==> src/rtl/cfg_stream_pkg.sv <==
package cfg_stream_pkg;

    localparam int LANES = 8;

    typedef enum logic {
        OUT_SERIAL   = 1'b0,
        OUT_PARALLEL = 1'b1
    } out_mode_e;

    // Decode the shared pin into a reset request under the polarity strap.
    function automatic logic reset_from_pin(input logic pol_high, input logic pin);
        return pol_high ? pin : !pin;
    endfunction

endpackage

==> src/rtl/cfg_rom_array.sv <==
module cfg_rom_array #(
    parameter int          DEPTH = 16,
    parameter logic [8*DEPTH-1:0] IMAGE = '0,
    localparam int         AW    = (DEPTH > 1) ? $clog2(DEPTH) : 1
) (
    input  logic [AW-1:0] addr,
    output logic [7:0]    rd_byte
);
    logic [7:0] cells [DEPTH];

    for (genvar i = 0; i < DEPTH; i++) begin : g_cell
        assign cells[i] = IMAGE[8*i +: 8];
    end

    always_comb begin
        rd_byte = '0;
        if (int'(addr) < DEPTH) rd_byte = cells[addr];
    end
endmodule

==> src/rtl/cfg_addr_ctr.sv <==
module cfg_addr_ctr #(
    parameter int CNT_W  = 8,
    parameter int TC_SER = 127,
    parameter int TC_PAR = 15
) (
    input  logic             clk,
    input  logic             rst,
    input  logic             ce,
    input  logic             busy,
    input  logic             par,
    output logic [CNT_W-1:0] cnt,
    output logic             past_tc
);
    typedef struct packed {
        logic [CNT_W-1:0] cnt;
    } ctr_state_t;

    ctr_state_t       st_d, st_q;
    logic [CNT_W-1:0] tc_lim;

    assign tc_lim  = par ? CNT_W'(TC_PAR) : CNT_W'(TC_SER);
    assign past_tc = st_q.cnt > tc_lim;
    assign cnt     = st_q.cnt;

    always_comb begin
        st_d = st_q;
        if (rst || !ce) begin
            st_d.cnt = '0;
        end else if (!past_tc && !busy) begin
            st_d.cnt = st_q.cnt + 1'b1;
        end
    end

    always_ff @(posedge clk) begin
        st_q <= st_d;
    end

    // R1 step on an enabled, unstalled edge
    a_r1_step: assert property (@(posedge clk) disable iff (rst)
        (ce && !past_tc && !busy) |=> (cnt == $past(cnt) + 1'b1));
    // R5 deselect clears the counter
    a_r5_ce_clear: assert property (@(posedge clk) disable iff (rst)
        (!ce) |=> (cnt == '0));
    // R7 stall freezes the counter
    a_r7_busy_hold: assert property (@(posedge clk) disable iff (rst)
        (ce && busy) |=> $stable(cnt));
    // R10 no wrap once past terminal count
    a_r10_no_wrap: assert property (@(posedge clk) disable iff (rst)
        (ce && past_tc) |=> $stable(cnt));
endmodule

==> src/rtl/cfg_out_drive.sv <==
module cfg_out_drive
    import cfg_stream_pkg::*;
(
    input  logic             clk,
    input  logic             rst,
    input  logic             live,
    input  out_mode_e        mode,
    input  logic [7:0]       cur_byte,
    input  logic [2:0]       bit_idx,
    output logic [LANES-1:0] data_o,
    output logic [LANES-1:0] data_oe
);
    for (genvar i = 0; i < LANES; i++) begin : g_lane
        if (i == 0) begin : g_lane0
            assign data_o[i]  = live ? ((mode == OUT_PARALLEL) ? cur_byte[0]
                                                               : cur_byte[bit_idx]) : 1'b0;
            assign data_oe[i] = live;
        end else begin : g_laneN
            assign data_o[i]  = (live && mode == OUT_PARALLEL) ? cur_byte[i] : 1'b0;
            assign data_oe[i] = live && (mode == OUT_PARALLEL);
        end
    end

    // R8 serial mode keeps upper lanes released
    a_r8_serial_lanes: assert property (@(posedge clk) disable iff (rst)
        (mode == OUT_SERIAL) |-> (data_oe[LANES-1:1] == '0));
    // R9 parallel mode drives all lanes together
    a_r9_lanes_together: assert property (@(posedge clk) disable iff (rst)
        (mode == OUT_PARALLEL) |-> (data_oe == '0 || data_oe == '1));
endmodule

==> src/rtl/cfg_stream_rom.sv <==
module cfg_stream_rom
    import cfg_stream_pkg::*;
#(
    parameter int                 DEPTH   = 16,
    parameter int                 TC_BYTE = DEPTH - 1,
    parameter logic [8*DEPTH-1:0] IMAGE   = '0
) (
    input  logic       clk,
    input  logic       ce_n,
    input  logic       rst_oe,
    input  logic       pol_rst_high,
    input  logic       par_mode,
    input  logic       busy,
    output logic [7:0] data_o,
    output logic [7:0] data_oe,
    output logic       ceo_n
);
    localparam int TC_SER = TC_BYTE * 8 + 7;
    localparam int CNT_W  = $clog2(TC_SER + 2);
    localparam int AW     = (DEPTH > 1) ? $clog2(DEPTH) : 1;

    logic             rst_act;
    logic             ce_act;
    logic [CNT_W-1:0] cnt;
    logic             past_tc;
    logic [AW-1:0]    byte_addr;
    logic [7:0]       cur_byte;
    logic [2:0]       bit_idx;
    out_mode_e        mode;

    assign rst_act = reset_from_pin(pol_rst_high, rst_oe);
    assign ce_act  = !ce_n;
    assign mode    = par_mode ? OUT_PARALLEL : OUT_SERIAL;

    cfg_addr_ctr #(
        .CNT_W  (CNT_W),
        .TC_SER (TC_SER),
        .TC_PAR (TC_BYTE)
    ) u_ctr (
        .clk     (clk),
        .rst     (rst_act),
        .ce      (ce_act),
        .busy    (busy),
        .par     (par_mode),
        .cnt     (cnt),
        .past_tc (past_tc)
    );

    // Serial mode: three low counter bits select the bit, MSB first.
    assign byte_addr = (mode == OUT_PARALLEL) ? AW'(cnt) : AW'(cnt >> 3);
    assign bit_idx   = 3'd7 - cnt[2:0];

    cfg_rom_array #(
        .DEPTH (DEPTH),
        .IMAGE (IMAGE)
    ) u_rom (
        .addr    (byte_addr),
        .rd_byte (cur_byte)
    );

    cfg_out_drive u_drv (
        .clk      (clk),
        .rst      (rst_act),
        .live     (ce_act && !rst_act && !past_tc),
        .mode     (mode),
        .cur_byte (cur_byte),
        .bit_idx  (bit_idx),
        .data_o   (data_o),
        .data_oe  (data_oe)
    );

    assign ceo_n = !(ce_act && !rst_act && past_tc);

    // R6 cascade low means lanes released and part selected
    a_r6_handoff: assert property (@(posedge clk) disable iff (rst_act)
        (!ceo_n) |-> (data_oe == '0 && !ce_n));
    // R2 deselected part drives nothing and holds cascade high
    a_r2_deselect_float: assert property (@(posedge clk) disable iff (rst_act)
        ce_n |-> (data_oe == '0 && ceo_n));
endmodule

==> config.mk <==
export PLATFORM = sky130hd
export DESIGN_NAME = cfg_stream_rom
export DESIGN_NICKNAME = d
export VERILOG_FILES = /design/src/rtl/cfg_stream_pkg.sv /design/src/rtl/cfg_rom_array.sv /design/src/rtl/cfg_addr_ctr.sv /design/src/rtl/cfg_out_drive.sv /design/src/rtl/cfg_stream_rom.sv
export SDC_FILE = /design/constraint.sdc
export NUM_CORES = 1
export LEC_CHECK = 0
export ABC_AREA = 1
export BUFFER_PORTS_ARGS = -buffer_cell sky130_fd_sc_hd__clkbuf_2
export CAP_MARGIN = 20
export CORE_AREA = 3 3 40 42
export CTS_BUF_LIST = sky130_fd_sc_hd__clkbuf_2
export DETAILED_ROUTE_END_ITERATION = 10
export DIE_AREA = 0 0 43 45
export PLACE_DENSITY = 0.8
export SYNTH_ARGS = -nofsm -noshare
export SYNTH_HDL_FRONTEND = slang
export SYNTH_SLANG_ARGS = --single-unit
==> constraint.sdc <==
create_clock -name clk -period 5 [get_ports clk]
set_input_delay 0.75 -clock clk [delete_from_list [all_inputs] [get_ports clk]]
set_output_delay 0.75 -clock clk [all_outputs]
set_load 0.05 [all_outputs]
==> results of run 1 <==
critical path, stage by stage:
cell and delay (ps):
clkbuf_2 110, ha_1 330, nand3_1 90, nand3_1 130
nand2_4 190, nand2_1 90, nor2_1 300, clkbuf_2 350
through the flow:
stage	total power [W]	util (%)
after detailed placement	0.0001106	49.27
after floorplan	0.0001121	-
after global routing	0.0001580	50.44
final	0.0001485	50.44
after global placement	0.0001099	49.27
after CTS	0.0001518	50.44
worst min path at each step:
stage / startpoint / end / slack (ps) / depth (start not counted)
floorplan: u_ctr.cnt[7] / u_ctr.cnt[7] / 460 / 2
global placement: u_ctr.cnt[7] / u_ctr.cnt[7] / 480 / 2
finish: u_ctr.cnt[7] / u_ctr.cnt[7] / 490 / 2
detailed placement: u_ctr.cnt[7] / u_ctr.cnt[7] / 490 / 2
CTS: u_ctr.cnt[7] / u_ctr.cnt[7] / 500 / 2
global route: u_ctr.cnt[7] / u_ctr.cnt[7] / 550 / 2
synth_stat cells (all sizes together):
cell type	n	area share, %
xnor2	1	1.4
inv	8	4.7
nor2	18	11
a21boi	1	1.2
conb	1	0.58
buf	16	20
nand3b	1	1.2
nand2	18	12
dfxtp	8	25
nand3	11	8.5
a21oi	7	5.4
ha	4	7.8
nor3	2	1.6
kinds of logic (layout without fill, tap and decap cells):
group | count (synthesis) | in the layout | share of synthesized area [%]
and+or+nand+nor | 50 | 50 | 34.50
buffers and inverters | 24 | 25 | 24.42
AOI/OAI and AO/OA | 8 | 8 | 6.589
DFF | 8 | 8 | 24.81
adders and majority gates | 4 | 4 | 7.752
other | 1 | 8 | 0.5808
xor gates and xnor gates | 1 | 1 | 1.357
per-layer routing:
| layer | up-vias | part of all wire, % | GRT usage, % |
|---|---|---|---|
| met5 | - | 0 | 0 |
| met4 | 0 | 3.7 | 12.65 |
| met3 | 5 | 8.7 | 3.586 |
| met2 | 22 | 43 | 20.66 |
| met1 | 238 | 45 | 14.32 |
| li1 | 301 | - | - |
power groups by stage:
stage          Sequential [W]  Combinational (W)  Clock [W]
2_1_floorplan       0.0000668          0.0000453          0
6_report            0.0000655          0.0000435  0.0000395
4_1_cts             0.0000655          0.0000436  0.0000427
5_1_grt             0.0000657          0.0000463  0.0000460
3_5_place_dp        0.0000670          0.0000435          0
3_3_place_gp        0.0000670          0.0000430          0
cell type report:
cell class / instances / area [µm²]
Tap cell: 15 / 18.77
Fill cell: 148 / 636.9
Multi-Input combinational cell: 71 / 354.1
Inverter: 8 / 30.03
Clock buffer: 3 / 15.01
Sequential cell: 8 / 160.2
Timing Repair Buffer: 14 / 70.07
cells in the final DEF (no fill, tap or decap), drive strengths merged:
| cell | n |
|---|---|
| clkbuf | 17 |
| inv | 8 |
| nor3 | 2 |
| nor2 | 18 |
| nand3b | 1 |
| a21oi | 7 |
| a21boi | 1 |
| ha | 4 |
| conb | 8 |
| xnor2 | 1 |
| nand2 | 18 |
| dfxtp | 8 |
| nand3 | 11 |
==> run summary, run 1 <==
For this run, the top clock speed supported by timing is 324.0 MHz. The logs give 0 for the initial antenna violation count and 0 ps for the sum of negative setup slack. The fraction of final layout cells sized beyond drive strength 1 was 20.19%.

The root buffer selected by CTS is clkbuf_2. The estimated wirelength of the detail-placed design is 829.3 µm. The internal reg-to-reg setup slack is 3600 ps.

Data arrival at the endpoint of the critical path: 2340 ps. The critical path ends at data_oe[2]. The cell depth of the worst flop-to-flop path was 7; the clock net sink count was 8.

The average wire per standard cell is 9.050 µm, and the placed cell count is 116. The die is 45 µm tall. Across every metal layer, demand over resource in global routing totals 13.19%. The leftover overflow at the end of global routing was 0. In the routed layout, each cell is associated on average with a via count of 4.756.

Relative to the synthesized area, the layout overhead comes to 0.3877%. The run gives 648.1 µm² as the final design area excluding fillers. The count of cell types in the netlist came out at 17. The count of maximum capacitance violations was 0; the Yosys warning count was 0.

The count of hold-fix buffers inserted at cts is 0. Post-CTS timing repair inserted 0 buffers for setup. The cell count after synthesis came out at 96. The worst setup path is captured at a primary output. Along the worst path, the maximum fanout reaches 16. The via count of the first global-routing pass is 466. In this run the critical register-to-register path is launched from u_ctr.cnt[5].

The clock reaches the later pin of the worst-skew pair after 240 ps. Switching share of power: 40.01%. The run gives 1077 µm as the routed wire length. In this run the critical register-to-register path is captured at u_ctr.cnt[4]. The number of H-tree branching levels is 1. The beginning of the critical path was par_mode. For the floorplan die area, the log shows 0.001935 mm². The tools report the post-route DRC violation count as 0.

For the mapped cell area, the log shows 645.6 µm². The worst setup path is launched from a primary input. No sink is reached through more buffers than the 2 on the longest clock path. The clock transition time at the flip-flop clock pins of the worst setup and hold paths works out to 80 ps. The number of iterations in the first detailed-routing pass was 4. Registers are responsible for 44.1% of the overall power. The routed design could run at a clock period as short as 3086 ps. The area of the placeable core is 0.001285 mm², and the number of cell rows is 13.

At the placement stage, the worst setup path has a slack of 1894 ps. The class of the tightest hold or removal check was register to register. The instance area at placement is 633.1 µm², and the via count is 566. Die width: 43 µm. The number of failing hold endpoints at the final stage was 0. Setup repair after global routing left no endpoint under its margin. The critical path in this run is classified as primary input to primary output. Cell internal power dissipation: 0.00008906 W.

The proportion of synthesized chip area in sequential cells was 24.81%. The tools report the post-route non-filler standard cell count as 119. The number of resized instances in the post-cts repair step was 0; the count of boundary I/O pins was 23. For this configuration, the core starts out at a cell density of 50.24%. In this run, CTS created clock tree buffers numbering 3.

In this run the power spent charging and discharging nets is 0.00005941 W. Across the VDD grid, the largest voltage drop is 0.1211 mV. For this block, the initial DRC count from the detailed router was 6. The final worst setup slack is 1914 ps. In this run the remaining antenna-violating nets after routing total 0. The count of nets after finishing is 116, and the synthesized flop and latch total is 8.

The first global-routing pass estimated 1842 µm of wire. Hold timing on the final database bottoms out at a slack of 492.7 ps. Setup violations remaining at the end of the flow were counted as 0. The port buffer count was 14. Routability-driven placement finished with a final weighted congestion of 0.8141. Summed over all cells, the static leakage comes to 0.2916 nW. The flow ran to the end, and the final reports show no timing, DRC or antenna violations. TritonCTS built the clock tree. The power per cell area was 229.1 mW/mm²; the number of flip-flops under the largest register name was 8. The synthesized area divided by synthesized cell count was 6.725 µm²; the combinational group share of total power was 29.3%. The logs give 0 for the antenna cell count and 4250 ps for the data required time of the worst path. Dividing the final minimum period by the clock period gives 61.72%.

Clock skew on the completed layout was measured at 5.355 ps. The number of max-slew violations in the final report is 0. The portion of total power attributed to the clock network is 26.6%.

The largest net degree at the start of global routing was 17.
Power figures use the tool's default switching activity.
==> inputs of run 2 (changes only) <==
--- a/config.mk
+++ b/config.mk
@@ -5,14 +5,14 @@
 export SDC_FILE = /design/constraint.sdc
 export NUM_CORES = 1
 export LEC_CHECK = 0
-export ABC_AREA = 1
+export ABC_AREA = 0
 export BUFFER_PORTS_ARGS = -buffer_cell sky130_fd_sc_hd__clkbuf_2
 export CAP_MARGIN = 20
-export CORE_AREA = 3 3 40 42
+export CORE_MARGIN = 3
+export CORE_UTILIZATION = 46
 export CTS_BUF_LIST = sky130_fd_sc_hd__clkbuf_2
 export DETAILED_ROUTE_END_ITERATION = 10
-export DIE_AREA = 0 0 43 45
-export PLACE_DENSITY = 0.8
+export PLACE_DENSITY = 0.79
 export SYNTH_ARGS = -nofsm -noshare
 export SYNTH_HDL_FRONTEND = slang
 export SYNTH_SLANG_ARGS = --single-unit
==> constraint.sdc (replaced) <==
create_clock -name clk -period 2.5 [get_ports clk]
set_input_delay 0.375 -clock clk [delete_from_list [all_inputs] [get_ports clk]]
set_output_delay 0.375 -clock clk [all_outputs]
set_load 0.05 [all_outputs]
==> run summary, run 2 <==
The area of the placeable core was 0.001334 mm² (+3.8%); the async set-or-reset flop fraction in the synthesized netlist was 0% (unchanged). The starting density of the core is 50.00% (-0.24 points). The largest fanout of any net on the critical path is 7 (-9), and the met3 global-route usage is 3.659% (+0.073 points).

Setup repair after global routing could not meet its margin everywhere. The smallest clock period supported by the final layout is computed as 2574 ps. The root buffer selected by CTS is clkbuf_2.

Final worst setup slack: -73.82 ps (-1988 ps). The clock net sink count is 8 (unchanged). The most common cell after layout, fill and taps aside was nand2_1. The routed wire length is 1587 µm (+47%), and the final estimated routing congestion in global placement is 0.7746 (-4.9%).

The average wire per standard cell works out to 14.43 µm (+59%). The tools report the global-route track usage on met1 as 18.61% (+4.3 points). The tools report the number of failing hold endpoints at the final stage as 0 (unchanged).

The tools report the worst-case setup slack after placement as 4.229 ps (-1890 ps). The prevailing post-synth register cell is dfxtp_1. The power after layout is 0.0003393 W (+130%), and the signed area change from the synthesized netlist to the final layout is 39.96%. After global routing, the most crowded layer is met2. Die width: 44.08 µm (+2.5%). The overall die height was 44.08 µm (-2.1%); the port buffer count was 14 (unchanged). In the synthesized netlist, the cells that appear most often are buf_4 (15), nand2_1 (12), dfxtp_1 (8).

The logs give 0 (unchanged) for the count of maximum capacitance violations and 0 (unchanged) for the post-route DRC violation count. The delay contributed by the slowest stage of the critical path was 510 ps (+160 ps). Summed over all instances, the cell type with the most area after synthesis is dfxtp_1. The path class of the tightest hold or removal check is register to register.

The via count of the first global-routing pass came out at 567 (+22%). The static leakage came out at 0.3817 nW (+31%). For this run, the top clock speed supported by timing is 388.5 MHz. The count of hold-fix buffers inserted at cts was 0 (unchanged); the area share of the leading cell type in the synthesized netlist was 24.02% (-0.79 points). The count of boundary I/O pins came out at 23 (unchanged). STA classifies the critical path startpoint as a register.

The internal reg-to-reg setup slack was 520 ps (-3080 ps); the leftover overflow at the end of global routing was 0 (unchanged). The number of max-slew violations in the final report was 0 (unchanged). The checks that failed: setup timing. The combined buffer and inverter count along the critical path is 2 (unchanged), and the count of flip-flops with a built-in enable after synthesis is 0 (unchanged). The remaining antenna violation count after routing is 0 (unchanged). Leaving out fill and tap cells, the most frequent cells in the layout are nand2_1 (12), buf_4 (11), clkbuf_2 (9). All-layer global routing usage: 17.17% (+4.0 points). The Yosys warning count came out at 0 (unchanged). The final critical path takes up 103.0% of the cycle.

The tools report the kind of end point of the critical path as a primary output. The worst clock skew is 15.87 ps (+10.52 ps). The highest ir drop seen on vdd is 0.2492 mV (+110%). Grouping stages by cell kind, the critical path spends the most delay in simple AND/OR/NAND/NOR gates.

The synthesized area divided by synthesized cell count is 8.550 µm² (+27%), and the data arrival at the endpoint of the critical path is 2200 ps (-140 ps). The run gives 13 (unchanged) as the number of cell rows. The logs give 30.81% (+10 points) for the met2 track utilization from global routing and 25 (+8) for the count of cell types in the netlist. The synthesized flop and latch total was 8 (unchanged). The tools report the number of H-tree branching levels as 1 (unchanged).

Antenna cell count: 0 (unchanged). The initial DRC count was 12 (+6); the floorplan die area was 0.001943 mm² (+0.39%). For the worst hold slack, the log shows 492.6 ps (-0.07800 ps).

Mapped cell area: 666.9 µm² (+3.3%). Most frequent cell after synthesis: buf_4. Slowest stage cell on the critical path: or4_4.

The tools report the count of nets after finishing as 107 (-7.8%). By area the synthesized netlist is led by dfxtp_1 (24%), buf_4 (17%), mux2i_1 (11%). The final number of setup-violating endpoints is 7 (+7), and the source-to-sink clock delay at the later pin of the worst-skew pair is 260 ps (+20 ps).

The number of standard cells after synthesis is 78 (-19%). Category of the critical setup timing path: register to primary output. The clock transition time at the flip-flop clock pins of the worst setup and hold paths was 90 ps (about the same).

The largest net degree at the start of global routing is 12 (-5). The average vias per placed instance is 5.264 (+11%), and the number of buffers created by CTS is 3 (unchanged). The run gives 24.02% (-0.79 points) as the proportion of synthesized chip area in sequential cells. Walking the worst path, the cells encountered are ha_4 > inv_2 > or4_4 > and2_4 > and3b_4 > clkbuf_16. The tools report the via count as 579 (+2.3%).

The run finished, with violations left. The fraction of final layout cells sized beyond drive strength 1 is 44.21% (+24 points). The run gives 3 (-1) as the number of iterations in the first detailed-routing pass. The tools report the buffer depth of the longest clock path as 2 (unchanged). The power per cell area is 363.5 mW/mm² (+59%), and the estimated wirelength of the detail-placed design is 966.3 µm (+17%).

Wire length of the first global-routing pass: 2415 µm (+31%). The initial antenna violation count was 0 (unchanged); the data required time of the worst path was 2120 ps (-2130 ps). The number of flip-flops under the largest register name came out at 8 (unchanged). TritonCTS built the clock tree.
-- run 2: report_power, final --
part	internal (W)	switching [W]
logic	0.0000464	0.0000807
registers	0.000128	0.00000190
clock network	0.0000327	0.0000493
total	0.000207	0.000132
-- run 2: logic make-up (layout without fill, tap and decap cells) --
group / count (synthesis) / in the layout / synth area share (%)
buf+inv: 18 / 28 / 19.70
mux: 7 / 7 / 10.51
compound gates: 9 / 9 / 11.44
other cells: 1 / 8 / 0.5623
simple gates: 30 / 30 / 24.95
fa+ha+maj: 4 / 4 / 7.505
xor+xnor: 1 / 1 / 1.314
flops: 8 / 8 / 24.01
-- run 2: final cells by class --
| class | count | area, µm² |
|---|---|---|
| clock buffers | 3 | 15.01 |
| fillers | 98 | 400.4 |
| inverters | 1 | 3.754 |
| multi-input cells | 59 | 440.4 |
| flip-flops and latches | 8 | 167.7 |
| well taps | 15 | 18.77 |
| repair buffers | 24 | 287.8 |
-- run 2: timing repair --
item                                    4_1_cts  5_1_grt
hold endpoints to repair                      0        0
endpoints found under the setup margin        8        8
setup buffers                                 2        3
gates resized for setup                      28        5
pin swaps                                     2        0
-- run 2: tightest hold or removal path: stages, from the launching register on --
cell     delay (ps)
dfxtp_2         350
nand2_1          50
mux2i_1          50
-- run 2: metrics by stage --
step | setup TNS, ps | util (%) | instances | cell area [µm²]
global placement | 0 | 52.16 | 102 | 695.7
finish | -507.5 | 69.98 | 110 | 933.4
floorplan | -199.5 | - | 85 | 696.9
CTS | -240.5 | 66.70 | 107 | 889.6
detailed placement | 0 | 52.16 | 102 | 695.7
global route | -734.8 | 69.98 | 110 | 933.4
-- run 2: final timing paths --
kind | from | end | cells after the start
worst min-delay path | u_ctr.cnt[5] | u_ctr.cnt[5] | 2
worst min register to register | u_ctr.cnt[5] | u_ctr.cnt[5] | 2
worst max-delay path | u_ctr.cnt[6] | data_oe[7] | 6
worst max register to register | u_ctr.cnt[6] | u_ctr.cnt[4] | 7
-- run 2: per-layer routing --
layer / up-vias / wire length [µm]
met4: 0 / 48
met2: 23 / 823
met3: 6 / 75
li1: 287 / -
met5: - / 0
met1: 263 / 639
